==> src/rtl/trip_pkg.sv <==
package trip_pkg;

    typedef enum logic [1:0] {
        ACT_HIZ  = 2'b00,
        ACT_HI   = 2'b01,
        ACT_LO   = 2'b10,
        ACT_PASS = 2'b11
    } trip_act_e;

    localparam logic [2:0] ADDR_SEL    = 3'd0;
    localparam logic [2:0] ADDR_ACT    = 3'd1;
    localparam logic [2:0] ADDR_IEN    = 3'd2;
    localparam logic [2:0] ADDR_STATUS = 3'd3;
    localparam logic [2:0] ADDR_CLR    = 3'd4;

    localparam int CLR_INT_BIT = 0;
    localparam int CLR_CBC_BIT = 1;
    localparam int CLR_OST_BIT = 2;

    localparam int IEN_CBC_BIT = 0;
    localparam int IEN_OST_BIT = 1;

endpackage

==> src/rtl/trip_sync.sv <==
module trip_sync #(
    parameter int N = 2
) (
    input  logic         clk_i,
    input  logic         rst_ni,
    input  logic [N-1:0] trip_n_i,
    output logic [N-1:0] fault_o
);

    typedef struct packed {
        logic [N-1:0] s1;
        logic [N-1:0] s2;
    } sync_t;

    sync_t st_d, st_q;

    always_comb begin
        st_d    = st_q;
        st_d.s1 = trip_n_i;
        st_d.s2 = st_q.s1;
    end

    always_ff @(posedge clk_i or negedge rst_ni) begin
        if (!rst_ni) begin
            st_q <= '1;
        end else begin
            st_q <= st_d;
        end
    end

    assign fault_o = ~st_q.s2;

endmodule

==> src/rtl/trip_state.sv <==
module trip_state #(
    parameter int N = 2
) (
    input  logic         clk_i,
    input  logic         rst_ni,
    input  logic [N-1:0] fault_i,
    input  logic [N-1:0] sel_ost_i,
    input  logic [N-1:0] sel_cbc_i,
    input  logic         zero_i,
    input  logic         clr_ost_i,
    input  logic         clr_cbc_i,
    output logic         ost_o,
    output logic         cbc_act_o,
    output logic         cbc_flag_o
);

    typedef struct packed {
        logic ost;
        logic cbc_act;
        logic cbc_flag;
    } state_t;

    state_t st_d, st_q;
    logic   hit_ost;
    logic   hit_cbc;

    always_comb begin
        hit_ost         = |(fault_i & sel_ost_i);
        hit_cbc         = |(fault_i & sel_cbc_i);
        st_d            = st_q;
        st_d.ost        = hit_ost | (st_q.ost & ~clr_ost_i);
        st_d.cbc_act    = hit_cbc | (st_q.cbc_act & ~zero_i);
        st_d.cbc_flag   = hit_cbc | (st_q.cbc_flag & ~clr_cbc_i);
    end

    always_ff @(posedge clk_i or negedge rst_ni) begin
        if (!rst_ni) begin
            st_q <= '0;
        end else begin
            st_q <= st_d;
        end
    end

    assign ost_o      = st_q.ost;
    assign cbc_act_o  = st_q.cbc_act;
    assign cbc_flag_o = st_q.cbc_flag;


    ost_hold_chk: assert property (@(posedge clk_i) disable iff (!rst_ni)
        (st_q.ost && !clr_ost_i) |=> st_q.ost);


    cbc_release_chk: assert property (@(posedge clk_i) disable iff (!rst_ni)
        $fell(st_q.cbc_act) |-> $past(zero_i));


    cbc_set_chk: assert property (@(posedge clk_i) disable iff (!rst_ni)
        hit_cbc |=> st_q.cbc_act);


    cbc_flag_persist_chk: assert property (@(posedge clk_i) disable iff (!rst_ni)
        hit_cbc |=> st_q.cbc_flag);

endmodule

==> src/rtl/trip_override.sv <==
module trip_override
    import trip_pkg::*;
(
    input  logic       active_i,
    input  logic [1:0] act_i,
    input  logic       pwm_i,
    output logic       pwm_o
);

    trip_act_e act;

    always_comb begin
        act = trip_act_e'(act_i);
        if (!active_i) begin
            pwm_o = pwm_i;
        end else begin
            unique case (act)
                ACT_HI:   pwm_o = 1'b1;
                ACT_LO:   pwm_o = 1'b0;
                ACT_PASS: pwm_o = pwm_i;
                default:  pwm_o = 1'b0;
            endcase
        end
    end

endmodule

==> src/rtl/pwm_trip_guard.sv <==
module pwm_trip_guard
    import trip_pkg::*;
#(
    parameter int N_TRIP = 2,
    parameter int AW     = 3,
    parameter int DW     = 8
) (
    input  logic              clk_i,
    input  logic              rst_ni,
    input  logic [N_TRIP-1:0] trip_n_i,
    input  logic              pwm_a_i,
    input  logic              pwm_b_i,
    input  logic              ctr_zero_i,
    input  logic              reg_we_i,
    input  logic [AW-1:0]     reg_addr_i,
    input  logic [DW-1:0]     reg_wdata_i,
    output logic [DW-1:0]     reg_rdata_o,
    output logic              pwm_a_o,
    output logic              pwm_b_o,
    output logic              irq_o
);

    localparam int SEL_W = 2 * N_TRIP;
    localparam int N_CH  = 2;

    typedef struct packed {
        logic [SEL_W-1:0]  sel;
        logic [2*N_CH-1:0] act;
        logic [1:0]        ien;
        logic              int_flag;
    } regs_t;

    regs_t rg_d, rg_q;

    logic [N_TRIP-1:0] fault;
    logic              ost, cbc_act, cbc_flag;
    logic              ost_d_seen, cbc_flag_d_seen;
    logic              wr_clr, clr_int, clr_cbc, clr_ost;
    logic              trip_active;
    logic [N_CH-1:0]   pwm_in, pwm_out;

    trip_sync #(.N(N_TRIP)) u_sync (
        .clk_i    (clk_i),
        .rst_ni   (rst_ni),
        .trip_n_i (trip_n_i),
        .fault_o  (fault)
    );

    always_comb begin
        wr_clr  = reg_we_i && (reg_addr_i == AW'(ADDR_CLR));
        clr_int = wr_clr && reg_wdata_i[CLR_INT_BIT];
        clr_cbc = wr_clr && reg_wdata_i[CLR_CBC_BIT];
        clr_ost = wr_clr && reg_wdata_i[CLR_OST_BIT];
    end

    trip_state #(.N(N_TRIP)) u_state (
        .clk_i      (clk_i),
        .rst_ni     (rst_ni),
        .fault_i    (fault),
        .sel_ost_i  (rg_q.sel[N_TRIP-1:0]),
        .sel_cbc_i  (rg_q.sel[SEL_W-1:N_TRIP]),
        .zero_i     (ctr_zero_i),
        .clr_ost_i  (clr_ost),
        .clr_cbc_i  (clr_cbc),
        .ost_o      (ost),
        .cbc_act_o  (cbc_act),
        .cbc_flag_o (cbc_flag)
    );

    // Next-cycle status values, seen from outside the state module.
    always_comb begin
        ost_d_seen      = (|(fault & rg_q.sel[N_TRIP-1:0])) | (ost & ~clr_ost);
        cbc_flag_d_seen = (|(fault & rg_q.sel[SEL_W-1:N_TRIP])) | (cbc_flag & ~clr_cbc);
    end

    always_comb begin
        rg_d = rg_q;
        if (reg_we_i) begin
            unique case (reg_addr_i)
                AW'(ADDR_SEL): rg_d.sel = reg_wdata_i[SEL_W-1:0];
                AW'(ADDR_ACT): rg_d.act = reg_wdata_i[2*N_CH-1:0];
                AW'(ADDR_IEN): rg_d.ien = reg_wdata_i[1:0];
                default:       ;
            endcase
        end
        rg_d.int_flag = (rg_q.int_flag & ~clr_int)
                      | (rg_q.ien[IEN_OST_BIT] & ost_d_seen & ~ost)
                      | (rg_q.ien[IEN_CBC_BIT] & cbc_flag_d_seen & ~cbc_flag);
    end

    always_ff @(posedge clk_i or negedge rst_ni) begin
        if (!rst_ni) begin
            rg_q <= '0;
        end else begin
            rg_q <= rg_d;
        end
    end

    always_comb begin
        reg_rdata_o = '0;
        unique case (reg_addr_i)
            AW'(ADDR_SEL):    reg_rdata_o[SEL_W-1:0]  = rg_q.sel;
            AW'(ADDR_ACT):    reg_rdata_o[2*N_CH-1:0] = rg_q.act;
            AW'(ADDR_IEN):    reg_rdata_o[1:0]        = rg_q.ien;
            AW'(ADDR_STATUS): reg_rdata_o[2:0]        = {ost, cbc_flag, rg_q.int_flag};
            default:          reg_rdata_o             = '0;
        endcase
    end

    assign trip_active = ost | cbc_act;
    assign pwm_in      = {pwm_b_i, pwm_a_i};

    for (genvar g = 0; g < N_CH; g++) begin : g_ch
        trip_override u_ovr (
            .active_i (trip_active),
            .act_i    (rg_q.act[2*g +: 2]),
            .pwm_i    (pwm_in[g]),
            .pwm_o    (pwm_out[g])
        );
    end

    assign pwm_a_o = pwm_out[0];
    assign pwm_b_o = pwm_out[1];
    assign irq_o   = rg_q.int_flag;


    irq_hold_chk: assert property (@(posedge clk_i) disable iff (!rst_ni)
        (irq_o && !clr_int) |=> irq_o);


    irq_source_chk: assert property (@(posedge clk_i) disable iff (!rst_ni)
        $rose(irq_o) |-> (($rose(ost) && $past(rg_q.ien[IEN_OST_BIT]))
                       || ($rose(cbc_flag) && $past(rg_q.ien[IEN_CBC_BIT]))));


    pass_when_idle_chk: assert property (@(posedge clk_i) disable iff (!rst_ni)
        (!ost && !cbc_act) |-> (pwm_a_o == pwm_a_i && pwm_b_o == pwm_b_i));

endmodule

==> config.mk <==
export PLATFORM = sky130hd
export DESIGN_NAME = pwm_trip_guard
export DESIGN_NICKNAME = d
export VERILOG_FILES = /design/src/rtl/trip_pkg.sv /design/src/rtl/trip_sync.sv /design/src/rtl/trip_state.sv /design/src/rtl/trip_override.sv /design/src/rtl/pwm_trip_guard.sv
export SDC_FILE = /design/constraint.sdc
export NUM_CORES = 1
export LEC_CHECK = 0
export ABC_AREA = 1
export CAP_MARGIN = 20
export CORE_MARGIN = 1.5
export CORE_UTILIZATION = 40
export CTS_CLUSTER_SIZE = 24
export DETAILED_ROUTE_END_ITERATION = 8
export PLACE_DENSITY = 0.71
export SETUP_SLACK_MARGIN = 0.3
export SLEW_MARGIN = 40
export SYNTH_ARGS = -nofsm -noshare
export SYNTH_HDL_FRONTEND = slang
export SYNTH_HIERARCHICAL = 1
export SYNTH_SLANG_ARGS = --single-unit
==> constraint.sdc <==
create_clock -name clk_i -period 2 [get_ports clk_i]
set_input_delay 0.4 -clock clk_i [delete_from_list [all_inputs] [get_ports clk_i]]
set_output_delay 0.4 -clock clk_i [all_outputs]
set_load 0.03 [all_outputs]
Word-level counts from Yosys, hierarchy flattened
Index checks and enable logic that the tools add are counted.
- mux-type cells: 7
- bitwise logic cells: 23
- $add $sub $neg: 0
- $mul: 0
- eq/ne operators: 8
- $lt $le $gt $ge: 0
- reductions and logical operators: 10
- divide/modulo/power cells: 0
- shift operators: 0
- operators by type and width (operator ; number):
    bitwise AND 1 bit ; 8
    case mux 2 bit (4 select lines) ; 1
    == test 3 x 2 -> 1 bit (second input constant) ; 2
    inverter 1 bit ; 6
    bitwise OR 1 bit ; 6
    case mux 1 bit (2 select lines) ; 3
    AND reduction 2 bit ; 3
    bitwise AND 2 bit ; 2
    == test 2 x 1 -> 1 bit (second input constant) ; 2
    == test 2 bit (second input constant) ; 2
    logical AND 1 bit ; 4
    OR reduction 2 bit ; 2
    == test 3 x 1 -> 1 bit (second input constant) ; 1
    == test 3 bit (second input constant) ; 1
    logical NOT 3 bit ; 1
    case mux 1 bit (3 select lines) ; 1
    2-to-1 mux 1 bit ; 2
    inverter 2 bit ; 1
- register bits: 18
- memories: 0
- RAM bits: 0
- input bits: 19
- bits in latches: 0
- output and inout bits: 11
- memory bits (read-only): 0
- word-level logic and storage cells: 57

Logic depth before layout (Yosys ltp)
Gate-level depths: netlist (run 1).
- depth in word-level cells: 10
- mapped depth: 7

By module
The synthesis (run 1) kept the hierarchy.
- modules (own cells, without submodules) (module ; cells each ; times used ; seq. area each (um^2) ; area each (um^2)):
    pwm_trip_guard ; 109 ; 1 ; 275.3 ; 709.4
    trip_state ; 16 ; 1 ; 75.1 ; 127.6
    trip_sync ; 6 ; 1 ; 105.1 ; 112.6
    trip_override ; 6 ; 2 ; 0.0 ; 23.8

Least setup slack after synthesis (run 1)
OpenSTA, ideal clock, no wires.
- kind: flip-flop to output port
- from: register u_state.st_q, in the netlist u_state/ost_o
- to: output port pwm_b_o
- arrival: 1.267 ns
- stages on the path, launching flop included: 5
- path slack: 0.333 ns
- buffers on the path: 0
- cell sequence: dfrtp_1 or2_2 inv_1 nor2_1 a21oi_1
- cells in the longest elaborated chain, start to end: 2
- RTL lines (element ; line ; text):
    from (decl) ; trip_state.sv:23 ; state_t st_d, st_q;
    from (signal assigned) ; trip_state.sv:40 ; st_q <= st_d;
    bitwise OR 1 bit ; pwm_trip_guard.sv:110 ; assign trip_active = ost | cbc_act;
    via trip_active ; pwm_trip_guard.sv:39 ; logic trip_active;
    2-to-1 mux 1 bit ; trip_override.sv:14 ; if (!active_i) begin
    to (decl) ; pwm_trip_guard.sv:19 ; output logic pwm_b_o,
The timed path passes the listed nets, and every way through them passes these cells.

Final worst setup path (run 1)
- from: register u_state.st_q, in the netlist u_state/cbc_act_o
- to: output port pwm_b_o
Same word-level chain as after synthesis.

==> reports/qor.txt, run 1 <==
dpl hpwl: 1590 um
Setup Skew: 2.93 ps
first-pass GRT wire length: 3540 um
YS warnings: 6
Final Max Tran Viols: 0
Power Density: 783 nW/um^2
Tmin final: 1750 ps
Root Buffer: clkbuf_4
Critical Path AT: 1350 ps
critical path type: reg2out
initial antenna violation count: 0
multi-input logic area: 424 um^2
via count: 933
core area: 2280 um^2
Core Rows: 17
Die Wd: 52.9 um
fin crit share: 87.5%
maximum clock path buffer count: 2
dpl ws: 9.71 ps
ys async rst share: 100%
H-tree depth: 1
final instance area: 1290 um^2
TritonCTS Buffers: 3
clock slew at reported path FFs: 100 ps
fin cells: 202
final hold violations: 0
Netlist Area Pre-Place: 997 um^2
vias in the first global route: 882
Skew-Pair Late Insertion Delay: 300 ps
Post-Place Cells: 195
final setup TNS: 0 ps
layout cells sized above 1: 21.3%
total gr overflow: 0
CP startpoint kind: register
drt pass-1 iters: 4
Layout fillers: 216
RSZ-0062 raised after global routing: yes
Worst Hold Class: reg2reg
Post-Route WL: 2060 um
Die ar.: 2800 um^2
Mapped Cells: 143
CTS sink cnt: 18
routed len/inst: 10.2 um
# setup viols final: 0
Routed Antenna Nets: 0
Post-synth EDFFs: 0
outcome: completed
Req. time, crit path: 1600 ps
Mapped Avg Cell Area: 6.97 um^2
Area Overhead vs Synth: 29.4%
Port Buf Inserts: 21
post-synthesis sequential area ratio: 45.7%
Hold-fix buffers, CTS: 0
vias per cell: 4.62
Placer Congestion: 0.816
synthesized flop and latch total: 18
Die Height: 52.9 um
Initial Util: 43.8%
reg-to-reg slack, setup: 1010 ps
crit-path max FO: 4
Yosys cell types: 17
max cap viols: 0
CP endpoint kind: primary output
Top FF cell, synth: dfrtp_1
# DRC: 0
leakage: 0.724 nW
PnR worst setup slack: 251 ps
VDD IR max: 451 uV
antenna cells: 0
nets: 194
total track usage: 17.8%
# IOs: 30
largest net degree at the start of global routing: 19
hold_ws: 363 ps
CTS tree: built
DR iter-0 viols: 23
fmax: 572 MHz
FF/Latch Area: 455 um^2
area of placed instances: 1240 um^2
power breakdown:
group	internal, mW	switching (mW)	leakage [nW]
registers	0.429	0.0487	0.211
clock network	0.111	0.119	0.0210
logic	0.119	0.184	0.492
cells in the final DEF (no fill, tap or decap):
master and instances:
nand2_1 55, nor2_1 12, or2_4 1, nand2_2 3, nand4_1 5, clkdlybuf4s50_1 11, buf_2 3, nor2_2 2
clkbuf_8 1, buf_6 1, inv_1 22, o21ai_0 2, clkinvlp_4 1, nand3_1 9, a21oi_1 2, inv_4 1
nor2_4 1, dfrtp_1 14, buf_4 11, nand3_2 1, clkbuf_4 3, conb_1 4, dlygate4sd2_1 1, dfstp_2 4
inv_2 4
sequential cells by signal, summed over array words and instances, names as in the netlist:
name / cells
u_state/ost_o: 1
u_sync/st_q: 2
irq_o: 1
u_state/cbc_flag_o: 1
rg_q: 10
u_sync/st_d: 2
u_state/cbc_act_o: 1
cell families after synthesis:
kind of cell	count (synthesis)	synth area share, %
other cells	1	0.376
compound gates	4	2.01
flops	18	45.7
simple gates	89	38.8
buf+inv	31	13.2
final timing paths:
| path | startpoint | depth (start not counted) | to |
|---|---|---|---|
| setup / recovery | u_state/cbc_act_o | 5 | pwm_b_o |
| hold reg to reg | u_sync/st_d[0] | 0 | u_sync/st_q[0] |
| max in group asynchronous | rst_ni | 2 | u_sync/st_q[0] |
| min in group asynchronous | rst_ni | 2 | rg_q[3] |
| setup reg to reg | u_sync/st_q[1] | 7 | irq_o |
| hold / removal | u_sync/st_d[0] | 0 | u_sync/st_q[0] |
per-stage QoR:
step,power [mW],util [%]
finish,1.01,56.7
global route,1.08,56.7
CTS,1.02,57.2
detailed placement,0.790,54.4
global placement,0.784,54.4
floorplan,0.663,-
Yosys cell counts, types with 2 or more instances:
| library cell | number | area share [%] |
|---|---|---|
| buf_4 | 4 | 3.0 |
| nor2_1 | 12 | 4.5 |
| inv_1 | 23 | 8.7 |
| nand3_1 | 9 | 4.5 |
| o21ai_0 | 2 | 1.0 |
| dfrtp_1 | 14 | 35 |
| nor2_2 | 2 | 1.3 |
| a21oi_1 | 2 | 1.0 |
| nand2_2 | 3 | 1.9 |
| nand2_1 | 55 | 21 |
| inv_2 | 4 | 1.5 |
| nand4_1 | 5 | 3.1 |
| dfstp_2 | 4 | 11 |
repair_timing:
item,in CTS,in global routing
buffers inserted,2,0
endpoints found under the setup margin,7,5
cloned,1,0
resized for setup,12,9
endpoints found under the hold margin,0,0
pin swaps,1,3
critical path, stage by stage, from the launching register on:
cell,delay [ps]
dfrtp_1,400
or2_4,280
inv_1,60
nor2_1,30
a21oi_1,110
buf_4,170
routing by layer:
metal / up-vias / wire (um) / global-route usage [%]
met2: 22 / 951 / 30.6
met4: 0 / 53 / 8.97
met5: - / 0 / 0
met3: 7 / 79 / 1.69
met1: 423 / 974 / 22.0
li1: 481 / - / -
area by class of cell:
type                            instances  area share [%]
Inverter                               27            8.05
Multi-Input combinational cell         97            32.9
Timing Repair inverter                  1           0.582
Tap cell                               28            2.72
Sequential cell                        18            35.3
Timing Repair Buffer                   27            17.7
Clock buffer                            4            2.81
(Power assumes the default switching activity.)
==> run 2, diff against run 1 <==
Settings changed: CORE_ASPECT_RATIO set to 1.4.
==> run 2 against run 1 <==
Routed wire length grew 3.9%. Via count shrank 0.54%. Cell area is essentially flat. Hold slack lost 1.0 ps. Sequential share of layout area is essentially flat. Clock power shrank 15%. Die area grew 0.15%. Non-clock buffer count is the same. Fmax shrank 0.67%. Critical endpoint unchanged. Clock skew grew 5.2 ps. Cell count grew 3.0%.
==> reports/qor.txt, run 2 (synthesis gave the netlist of run 1 again) <==
outcome: completed (unchanged)
area of placed instances: 1250 um^2 (was 1240 um^2)
Final Max Tran Viols: 0 (unchanged)
CP endpoint kind: primary output (unchanged)
Skew-Pair Late Insertion Delay: 300 ps (about the same)
final instance area: 1290 um^2 (about the same)
first-pass GRT wire length: 3500 um (was 3540 um)
vias per cell: 4.46 (was 4.62)
Post-Place Cells: 201 (was 195)
layout cells sized above 1: 22.4% (was 21.3%)
max reg flops: 10 (unchanged)
Placer Congestion: 0.794 (was 0.816)
maximum clock path buffer count: 2 (unchanged)
Setup Skew: 8.09 ps (was 2.93 ps)
Power Density: 762 nW/um^2 (was 783 nW/um^2)
hold endpoint: u_sync/st_q[0] (unchanged)
CTS sink cnt: 18 (unchanged)
H-tree depth: 1 (unchanged)
initial antenna violation count: 0 (unchanged)
Die ar.: 2810 um^2 (was 2800 um^2)
Area Overhead vs Synth: 29.5% (was 29.4%)
# setup viols final: 0 (unchanged)
leakage: 0.716 nW (was 0.724 nW)
hold_ws: 362 ps (was 363 ps)
fin crit share: 88.0% (was 87.5%)
via count: 928 (was 933)
CTS tree: built (unchanged)
dpl hpwl: 1630 um (was 1590 um)
core area: 2390 um^2 (was 2280 um^2)
# DRC: 0 (unchanged)
Reg with most FFs: rg_q (unchanged)
largest net degree at the start of global routing: 19 (unchanged)
crit-path max FO: 4 (unchanged)
fin cells: 208 (was 202)
clock slew at reported path FFs: 100 ps (about the same)
Critical Path AT: 1360 ps (was 1350 ps)
TritonCTS Buffers: 3 (unchanged)
reg-to-reg slack, setup: 1020 ps (was 1010 ps)
Power, Total: 0.984 mW (was 1.01 mW)
RSZ-0062 raised after global routing: yes (unchanged)
Layout fillers: 235 (was 216)
nets: 194 (unchanged)
critical path type: reg2out (unchanged)
Post-Route WL: 2140 um (was 2060 um)
CP startpoint kind: register (unchanged)
total gr overflow: 0 (unchanged)
antenna cells: 0 (unchanged)
VDD IR max: 504 uV (was 451 uV)
routed len/inst: 10.3 um (was 10.2 um)
final setup TNS: 0 ps (unchanged)
Die Wd: 45.2 um (was 52.9 um)
commonest cells after routing, fill and taps aside: nand2_1, inv_1, dfrtp_1 (was nand2_1, inv_1, dfrtp_1, nor2_1)
Req. time, crit path: 1600 ps (about the same)
# IOs: 30 (unchanged)
DR iter-0 viols: 25 (was 23)
most common cell after layout, fill and taps aside: nand2_1 (unchanged)
Hold Startpoint: u_sync/st_d[0] (unchanged)
Tmin final: 1760 ps (was 1750 ps)
Routed Antenna Nets: 0 (unchanged)
fmax: 568 MHz (was 572 MHz)
drt pass-1 iters: 4 (unchanged)
max cap viols: 0 (unchanged)
Root Buffer: clkbuf_4 (unchanged)
vias in the first global route: 874 (was 882)
total track usage: 17.3% (was 17.8%)
Worst R2R End: irq_o (unchanged)
Cells on Worst Hold Path: 0 (unchanged)
Worst Hold Class: reg2reg (unchanged)
worst r2r src: u_sync/st_q[1] (unchanged)
Port Buf Inserts: 21 (unchanged)
Core Rows: 21 (was 17)
Die Height: 62.1 um (was 52.9 um)
final hold violations: 0 (unchanged)
reg2reg path depth: 7 (unchanged)
Initial Util: 41.7% (was 43.8%)
[run 2: cell count changes in the layout (fill, tap and decap cells not counted)]
cell and delta:
inv_2 +2, a21oi_1 -1, a21oi_2 +1, buf_2 -1
clkbuf_1 +1, clkbuf_2 +1, clkbuf_8 -1, inv_1 -1
inv_4 -1, nor2_1 -1, nor2_2 +1
[run 2: metal layers]
layer / GRT usage, % / vias up / routed length, um
li1: - / 484 / -
met1: 17.4 / 423 / 852
met2: 33.7 / 16 / 1200
met3: 2.02 / 5 / 47
met4: 9.24 / 0 / 44
met5: 0 / - / 0
[run 2: where the power goes]
group	internal, mW	switching (mW)
combinational	0.121	0.189
clock	0.0779	0.117
sequential	0.429	0.0499
[run 2: per-stage QoR]
stage	util, %	setup slack [ps]
3_5_place_dp	52.1	-4.16
5_1_grt	54.0	178
4_1_cts	54.2	234
6_report	54.0	239
2_1_floorplan	-	333
3_3_place_gp	52.1	15.7
[run 2: worst max-delay path by stage]
stage | from | end | slack [ps] | depth (start not counted)
final | u_state/cbc_act_o | pwm_b_o | 240 | 5
after global routing | u_state/cbc_act_o | pwm_b_o | 180 | 5
after global placement | reg_addr_i[0] | reg_rdata_o[1] | 20 | 7
after detailed placement | reg_addr_i[0] | reg_rdata_o[1] | -4 | 7
after CTS | u_state/ost_o | pwm_b_o | 230 | 5
after floorplan | u_state/ost_o | pwm_b_o | 330 | 4
[run 2: worst max-delay path: stages, from the launching register on]
cell and delay, ps:
dfrtp_1 400, or2_4 280, inv_2 50, nor2_1 30, a21oi_1 120, buf_4 180
[run 2: layout make-up]
type | instances | area (um^2) | share of cell area (%)
multi-input combinational | 97 | 430 | 33.3
tap | 34 | 42.5 | 3.29
clock buffer | 4 | 26.3 | 2.03
inverter | 27 | 101 | 7.85
timing repair buffer | 27 | 228 | 17.6
sequential | 18 | 455 | 35.3
timing repair inverter | 1 | 7.51 | 0.581
[run 2: timing repair]
item | 4_1_cts | 5_1_grt
setup endpoints to repair | 7 | 6
hold buffers | 0 | 0
buffers inserted | 1 | 1
pin swaps | 1 | 3
endpoints found under the hold margin | 0 | 0
gates resized for setup | 12 | 9
gates cloned | 1 | 0
